**config.mk**
```make
export PLATFORM = sky130hd
export DESIGN_NAME = cal_alarm_cmp
export DESIGN_NICKNAME = d
export VERILOG_FILES = /design/src/rtl/cal_alarm_cmp_pkg.sv /design/src/rtl/cal_alarm_regs.sv /design/src/rtl/cal_alarm_match.sv /design/src/rtl/cal_alarm_flag.sv /design/src/rtl/cal_alarm_cmp.sv
export SDC_FILE = /design/constraint.sdc
export NUM_CORES = 1
export LEC_CHECK = 0
export CAP_MARGIN = 20
export CORE_ASPECT_RATIO = 0.6
export CORE_MARGIN = 4
export CORE_UTILIZATION = 40
export DETAILED_ROUTE_END_ITERATION = 10
export PLACE_DENSITY = 0.66
export SYNTH_ARGS = -nofsm -noshare
export SYNTH_HDL_FRONTEND = slang
export SYNTH_HIERARCHICAL = 1
export SYNTH_SLANG_ARGS = --single-unit
```
**constraint.sdc**
```tcl
create_clock -name clk -period 2.5 [get_ports clk]
set_clock_uncertainty 0.2 [all_clocks]
set_input_delay 0.5 -clock clk [delete_from_list [all_inputs] [get_ports clk]]
set_output_delay 0.5 -clock clk [all_outputs]
set_load 0.005 [all_outputs]
```
**src/rtl/cal_alarm_cmp_pkg.sv**
```systemverilog
package cal_alarm_cmp_pkg;
  localparam int unsigned BYTE_W     = 8;
  localparam int unsigned NUM_FIELDS = 5;
  localparam int unsigned ADDR_W     = 3;

  // Register address map: status byte, then alarm fields second..month.
  localparam logic [ADDR_W-1:0] ADDR_STATUS     = 3'd0;
  localparam int unsigned       ADDR_ALARM_BASE = 1;

  // Status byte bit positions.
  localparam int unsigned ST_WDOG_BIT  = 7;
  localparam int unsigned ST_ALARM_BIT = 6;
  localparam int unsigned ST_EN_BIT    = 5;
  localparam int unsigned ST_BATT_BIT  = 4;

  // Wildcard bit inside each alarm byte.
  localparam int unsigned MASK_BIT = BYTE_W - 1;

  typedef logic [BYTE_W-1:0] byte_t;
endpackage

```
**src/rtl/cal_alarm_regs.sv**
```systemverilog
module cal_alarm_regs
  import cal_alarm_cmp_pkg::*;
#(
  parameter int unsigned FIELD_W   = BYTE_W,
  parameter int unsigned N_FIELDS  = NUM_FIELDS,
  parameter int unsigned AW        = ADDR_W,
  parameter int unsigned BASE_ADDR = ADDR_ALARM_BASE
) (
  input  logic                             clk,
  input  logic                             rst_n,
  input  logic                             wr_acc,
  input  logic [AW-1:0]                    addr,
  input  logic [FIELD_W-1:0]               wdata,
  output logic [N_FIELDS-1:0][FIELD_W-1:0] alarm_q,
  output logic                             en_q
);
  logic [N_FIELDS-1:0][FIELD_W-1:0] alarm_d;
  logic                             en_d;
  logic                             st_sel;

  assign st_sel = (addr == AW'(ADDR_STATUS));

  for (genvar i = 0; i < N_FIELDS; i++) begin : g_field
    logic fsel;
    assign fsel = (addr == AW'(BASE_ADDR + i));

    always_comb begin
      alarm_d[i] = alarm_q[i];
      if (wr_acc && fsel) begin
        alarm_d[i] = wdata;
      end
    end

    always_ff @(posedge clk or negedge rst_n) begin
      if (!rst_n) begin
        alarm_q[i] <= '0;
      end else begin
        alarm_q[i] <= alarm_d[i];
      end
    end
  end

  always_comb begin
    en_d = en_q;
    if (wr_acc && st_sel) begin
      en_d = wdata[ST_EN_BIT];
    end
  end

  always_ff @(posedge clk or negedge rst_n) begin
    if (!rst_n) begin
      en_q <= 1'b0;
    end else begin
      en_q <= en_d;
    end
  end
endmodule

```
**src/rtl/cal_alarm_match.sv**
```systemverilog
module cal_alarm_match
  import cal_alarm_cmp_pkg::*;
#(
  parameter int unsigned FIELD_W  = BYTE_W,
  parameter int unsigned N_FIELDS = NUM_FIELDS
) (
  input  logic [N_FIELDS-1:0][FIELD_W-1:0] alarm,
  input  logic [N_FIELDS-1:0][FIELD_W-1:0] cal,
  output logic                             match
);
  logic [N_FIELDS-1:0] hit;

  for (genvar i = 0; i < N_FIELDS; i++) begin : g_cmp
    logic [FIELD_W-1:0] want;
    assign want   = {1'b0, alarm[i][FIELD_W-2:0]};
    assign hit[i] = alarm[i][FIELD_W-1] || (want == cal[i]);
  end

  assign match = &hit;
endmodule

```
**src/rtl/cal_alarm_flag.sv**
```systemverilog
module cal_alarm_flag (
  input  logic clk,
  input  logic rst_n,
  input  logic tick,
  input  logic match,
  input  logic clr,
  input  logic en,
  output logic flag_q,
  output logic irq_n
);
  logic set;
  logic flag_d;

  assign set = tick && match;

  // A new match wins over a clearing read in the same cycle.
  always_comb begin
    flag_d = flag_q;
    if (set) begin
      flag_d = 1'b1;
    end else if (clr) begin
      flag_d = 1'b0;
    end
  end

  always_ff @(posedge clk or negedge rst_n) begin
    if (!rst_n) begin
      flag_q <= 1'b0;
    end else begin
      flag_q <= flag_d;
    end
  end

  assign irq_n = ~(flag_q && en);
endmodule

```
**src/rtl/cal_alarm_cmp.sv**
```systemverilog
module cal_alarm_cmp
  import cal_alarm_cmp_pkg::*;
#(
  parameter int unsigned FIELD_W = BYTE_W,
  parameter int unsigned AW      = ADDR_W
) (
  input  logic               clk,
  input  logic               rst_n,
  input  logic               bus_block,
  input  logic               wr_en,
  input  logic               rd_en,
  input  logic [AW-1:0]      addr,
  input  logic [FIELD_W-1:0] wdata,
  output logic [FIELD_W-1:0] rd_data,
  input  logic [FIELD_W-1:0] cal_month,
  input  logic [FIELD_W-1:0] cal_date,
  input  logic [FIELD_W-1:0] cal_hour,
  input  logic [FIELD_W-1:0] cal_min,
  input  logic [FIELD_W-1:0] cal_sec,
  input  logic               sec_tick,
  input  logic               wdog_flag,
  input  logic               batt_low,
  output logic               irq_n
);
  localparam int unsigned NF       = NUM_FIELDS;
  localparam int unsigned LAST_ADR = ADDR_ALARM_BASE + NF - 1;

  // Reset: asserted asynchronously, released on a clock edge.
  logic rst_meta_q;
  logic rst_sync_n;

  always_ff @(posedge clk or negedge rst_n) begin
    if (!rst_n) begin
      rst_meta_q <= 1'b0;
      rst_sync_n <= 1'b0;
    end else begin
      rst_meta_q <= 1'b1;
      rst_sync_n <= rst_meta_q;
    end
  end

  logic                       wr_acc;
  logic                       rd_acc;
  logic                       st_clr;
  logic [NF-1:0][FIELD_W-1:0] cal_vec;
  logic [NF-1:0][FIELD_W-1:0] alarm_w;
  logic                       en_w;
  logic                       match_w;
  logic                       flag_w;

  assign wr_acc  = wr_en && !bus_block;
  assign rd_acc  = rd_en && !bus_block;
  assign st_clr  = rd_acc && (addr == AW'(ADDR_STATUS));
  assign cal_vec = {cal_month, cal_date, cal_hour, cal_min, cal_sec};

  cal_alarm_regs #(
    .FIELD_W  (FIELD_W),
    .N_FIELDS (NF),
    .AW       (AW),
    .BASE_ADDR(ADDR_ALARM_BASE)
  ) u_regs (
    .clk    (clk),
    .rst_n  (rst_sync_n),
    .wr_acc (wr_acc),
    .addr   (addr),
    .wdata  (wdata),
    .alarm_q(alarm_w),
    .en_q   (en_w)
  );

  cal_alarm_match #(
    .FIELD_W (FIELD_W),
    .N_FIELDS(NF)
  ) u_match (
    .alarm(alarm_w),
    .cal  (cal_vec),
    .match(match_w)
  );

  cal_alarm_flag u_flag (
    .clk   (clk),
    .rst_n (rst_sync_n),
    .tick  (sec_tick),
    .match (match_w),
    .clr   (st_clr),
    .en    (en_w),
    .flag_q(flag_w),
    .irq_n (irq_n)
  );

  // Read path.
  logic [FIELD_W-1:0] status_byte;
  logic [FIELD_W-1:0] rd_mux;
  logic [FIELD_W-1:0] rd_d;
  logic [FIELD_W-1:0] rd_q;

  always_comb begin
    status_byte               = '0;
    status_byte[ST_WDOG_BIT]  = wdog_flag;
    status_byte[ST_ALARM_BIT] = flag_w;
    status_byte[ST_EN_BIT]    = en_w;
    status_byte[ST_BATT_BIT]  = batt_low;
  end

  always_comb begin
    rd_mux = '0;
    if (addr == AW'(ADDR_STATUS)) begin
      rd_mux = status_byte;
    end else begin
      for (int i = 0; i < int'(NF); i++) begin
        if (addr == AW'(ADDR_ALARM_BASE + i)) begin
          rd_mux = alarm_w[i];
        end
      end
    end
  end

  always_comb begin
    rd_d = rd_q;
    if (rd_acc) begin
      rd_d = rd_mux;
    end
  end

  always_ff @(posedge clk or negedge rst_sync_n) begin
    if (!rst_sync_n) begin
      rd_q <= '0;
    end else begin
      rd_q <= rd_d;
    end
  end

  assign rd_data = rd_q;

  if (LAST_ADR >= (1 << AW)) begin : g_bad_map
    initial $error("alarm fields do not fit the address space");
  end
endmodule

```
==> qor.csv <==
metric,value,unit
hold_ws,0.1512,ns
drv_slew,0,
clock_path_buffers,2,
ys_seq_elements,52,
hpwl,5.757,mm
ios,68,
antenna_found_initial,0,
r2r-start,u_regs/alarm_q[13]$_DFFE_PN0P_,
placedCellCount,385,
cts.clk_slew.worst_paths,0.06,ns
grt_pass1_wl,12.21,mm
rsz0062_at_grt,false,
gp_congestion,0.8578,
syn_nets,290,
leakage,0.001649,uW
die_y,74.50,um
max_freq,449.5,MHz
hold_buffers,0,
yosysWarnings,6,
intPower,2001,uW
power.density,693.2,nW/um^2
synth_edf_count,0,
yosysSeqAreaShare,44.14,%
critPathKind,primary input to flop,
post-cts-setup-buffers,0,
r2r_slack,0.53,ns
row_count,23,
cp-start-kind,primary input,
finish.utilization,57.25,%
grt.overflow.total,0,
async_flop_share,100.0,%
antenna_cells,0,
synth_area_per_cell,12.76,sq um
drcViolationCount,0,
cts.sinks,52,
post_drt_via_cell_ratio,5.417,
finalSetupViolations,0,
arrival,2.22,ns
drt-initial-drc-count,140,
core_area,6907,sq um
insertion_delay,0.29,ns
crit_slowest_cell,clkdlybuf4s50_1,
die_area,8852,sq um
yosys-top-cells-count,"dfrtp_1, mux2_4, xor2_1, mux2_2, nand2_1",
relSlewSlack,54.89,%
grt_pass1_vias,2204,
power.switching,739.4,uW
synth_most_common_cell,dfrtp_1,
layout-drive-gt1-share,26.47,%
die_x,118.8,um
nNetsFinal,364,
min_period,2.225,ns
power_frac_seq,43.7,%
yosysTopAreaCell,dfrtp_1,
cts_tree,yes,
outcome,"complete, no violations",
clockPowerShare,29.4,%
fin_crit_sh,89.00,%
ctsResizeCount,0,
end_kind,flop,
root_buffer,clkbuf_16,
drt_wl_total,7.383,mm
initial_utilization,42.68,%
grt_max_degree,51,
finalNonFillerCells,393,
power_frac_comb,26.9,%
vdd_drop_max,0.3016,mV
grtUsageTotal,17.92,%
cpPeakStageDelay,0.69,ns
vias,2129,
p_sw_share,26.98,%
worst_pin_slew,0.6752,ns
synth_cell_types,35,
wl_per_cell,18.79,um
htreeDepth,2,
path_delay_family,buffers and inverters,
crit_buf_inv,1,
worstPathRequired,2.50,ns
min_from,rst_meta_q$_DFF_PN0_,
numCtsBuffers,5,
hold_viol,0,
min_path_type,flop to flop,
dr.pass1.iters,6,
netlist_area,2948,sq um
port_buffers,67,
synth_top_cell_area_share,44.14,%
synthCells,231,
startpoint,addr[1],
critPathMaxFanout,12,
cap_violations,0,
synthFlopType,dfrtp_1,
path_cells,clkdlybuf4s50_1 -> nor2b_1 -> a222oi_1 -> o211ai_1,
setup-tns-final,0,ns
area_growth,34.13,%
ant_nets,0,
synth_area_leaders,"dfrtp_1, mux2_4, mux2_2",
==> layer usage <==
| metal | vias up | GRT usage [%] | share of wire [%] |
|---|---|---|---|
| li1 | 1002 | - | - |
| met1 | 1052 | 27.45 | 51 |
| met2 | 69 | 26.23 | 43 |
| met3 | 6 | 4.027 | 5.3 |
| met4 | 0 | 3.209 | 1.2 |
| met5 | - | 0 | 0 |
==> worst paths after layout <==
kind / depth (start not counted) / end
worst min register to register: 0 / rst_sync_n$_DFF_PN0_
worst max-delay path: 4 / rd_data[5]$_DFFE_PN0P_
worst max register to register: 7 / u_flag/flag_q$_DFFE_PN0P_
max in group asynchronous: 1 / u_regs/alarm_q[17]$_DFFE_PN0P_
worst min-delay path: 0 / rst_sync_n$_DFF_PN0_
min in group asynchronous: 1 / u_regs/alarm_q[32]$_DFFE_PN0P_
==> worst register-to-register path, delay by kind of cell, from the launching register on <==
kind | cells | cell delay [ns]
XOR/XNOR | 1 | 0.17
flip-flops | 1 | 0.44
AND/OR/NAND/NOR | 4 | 0.89
AO/OA/AOI/OAI | 2 | 0.21
==> cells by family (layout without fill, tap and decap cells) <==
family,count (synthesis),count (layout),share of synthesized area (%)
AND/OR/NAND/NOR,53,53,11.84
other,1,1,0.1272
flip-flops,52,52,44.14
multiplexers,49,49,22.67
AO/OA/AOI/OAI,29,29,7.810
XOR/XNOR,35,35,10.40
buffers and inverters,12,87,3.013
==> cells in the final DEF (no fill, tap or decap), types with 4 or more instances in the layout <==
cell type and instances:
a222oi_1 8, buf_12 4, buf_4 7, clkbuf_16 5
clkdlybuf4s50_1 67, dfrtp_1 51, mux2_2 18, mux2_4 31
nand2_1 13, nand3_1 4, nor2b_1 6, nor4_1 7
o211ai_1 4, o21ai_1 4, o311ai_0 8, or2_2 6
xnor2_1 12, xor2_1 23
==> layout make-up <==
cell class,instances,area (sq um)
inverters,1,3.754
well taps,87,108.9
clock inverters,2,38.79
clock buffers,6,138.9
fillers,626,2953
multi-input cells,167,1558
repair buffers,78,803.3
flip-flops and latches,52,1303
==> power by group through the flow <==
stage / clock network, uW / registers, uW / logic (uW)
2_1_floorplan: 0 / 1170 / 466
3_3_place_gp: 0 / 1210 / 724
3_5_place_dp: 0 / 1210 / 737
4_1_cts: 828 / 1200 / 744
5_1_grt: 866 / 1220 / 798
6_report: 807 / 1200 / 737
==> through the flow <==
stage | power (uW) | instance area, sq um | setup slack [ns]
after floorplan | 1638 | 2948 | 0.7141
after global placement | 1930 | 3776 | 0.05349
after detailed placement | 1948 | 3776 | 0.004978
after CTS | 2771 | 3954 | 0.2984
after global routing | 2888 | 3954 | 0.1750
final | 2741 | 3954 | 0.2751
==> flip-flops by register name, indices dropped and copies added, names as in the netlist <==
name            count
u_regs/alarm_q     40
rd_data             8
rst_meta_q          1
rst_sync_n          1
u_flag/flag_q       1
u_regs/en_q         1
Power figures use the tool's default switching activity.
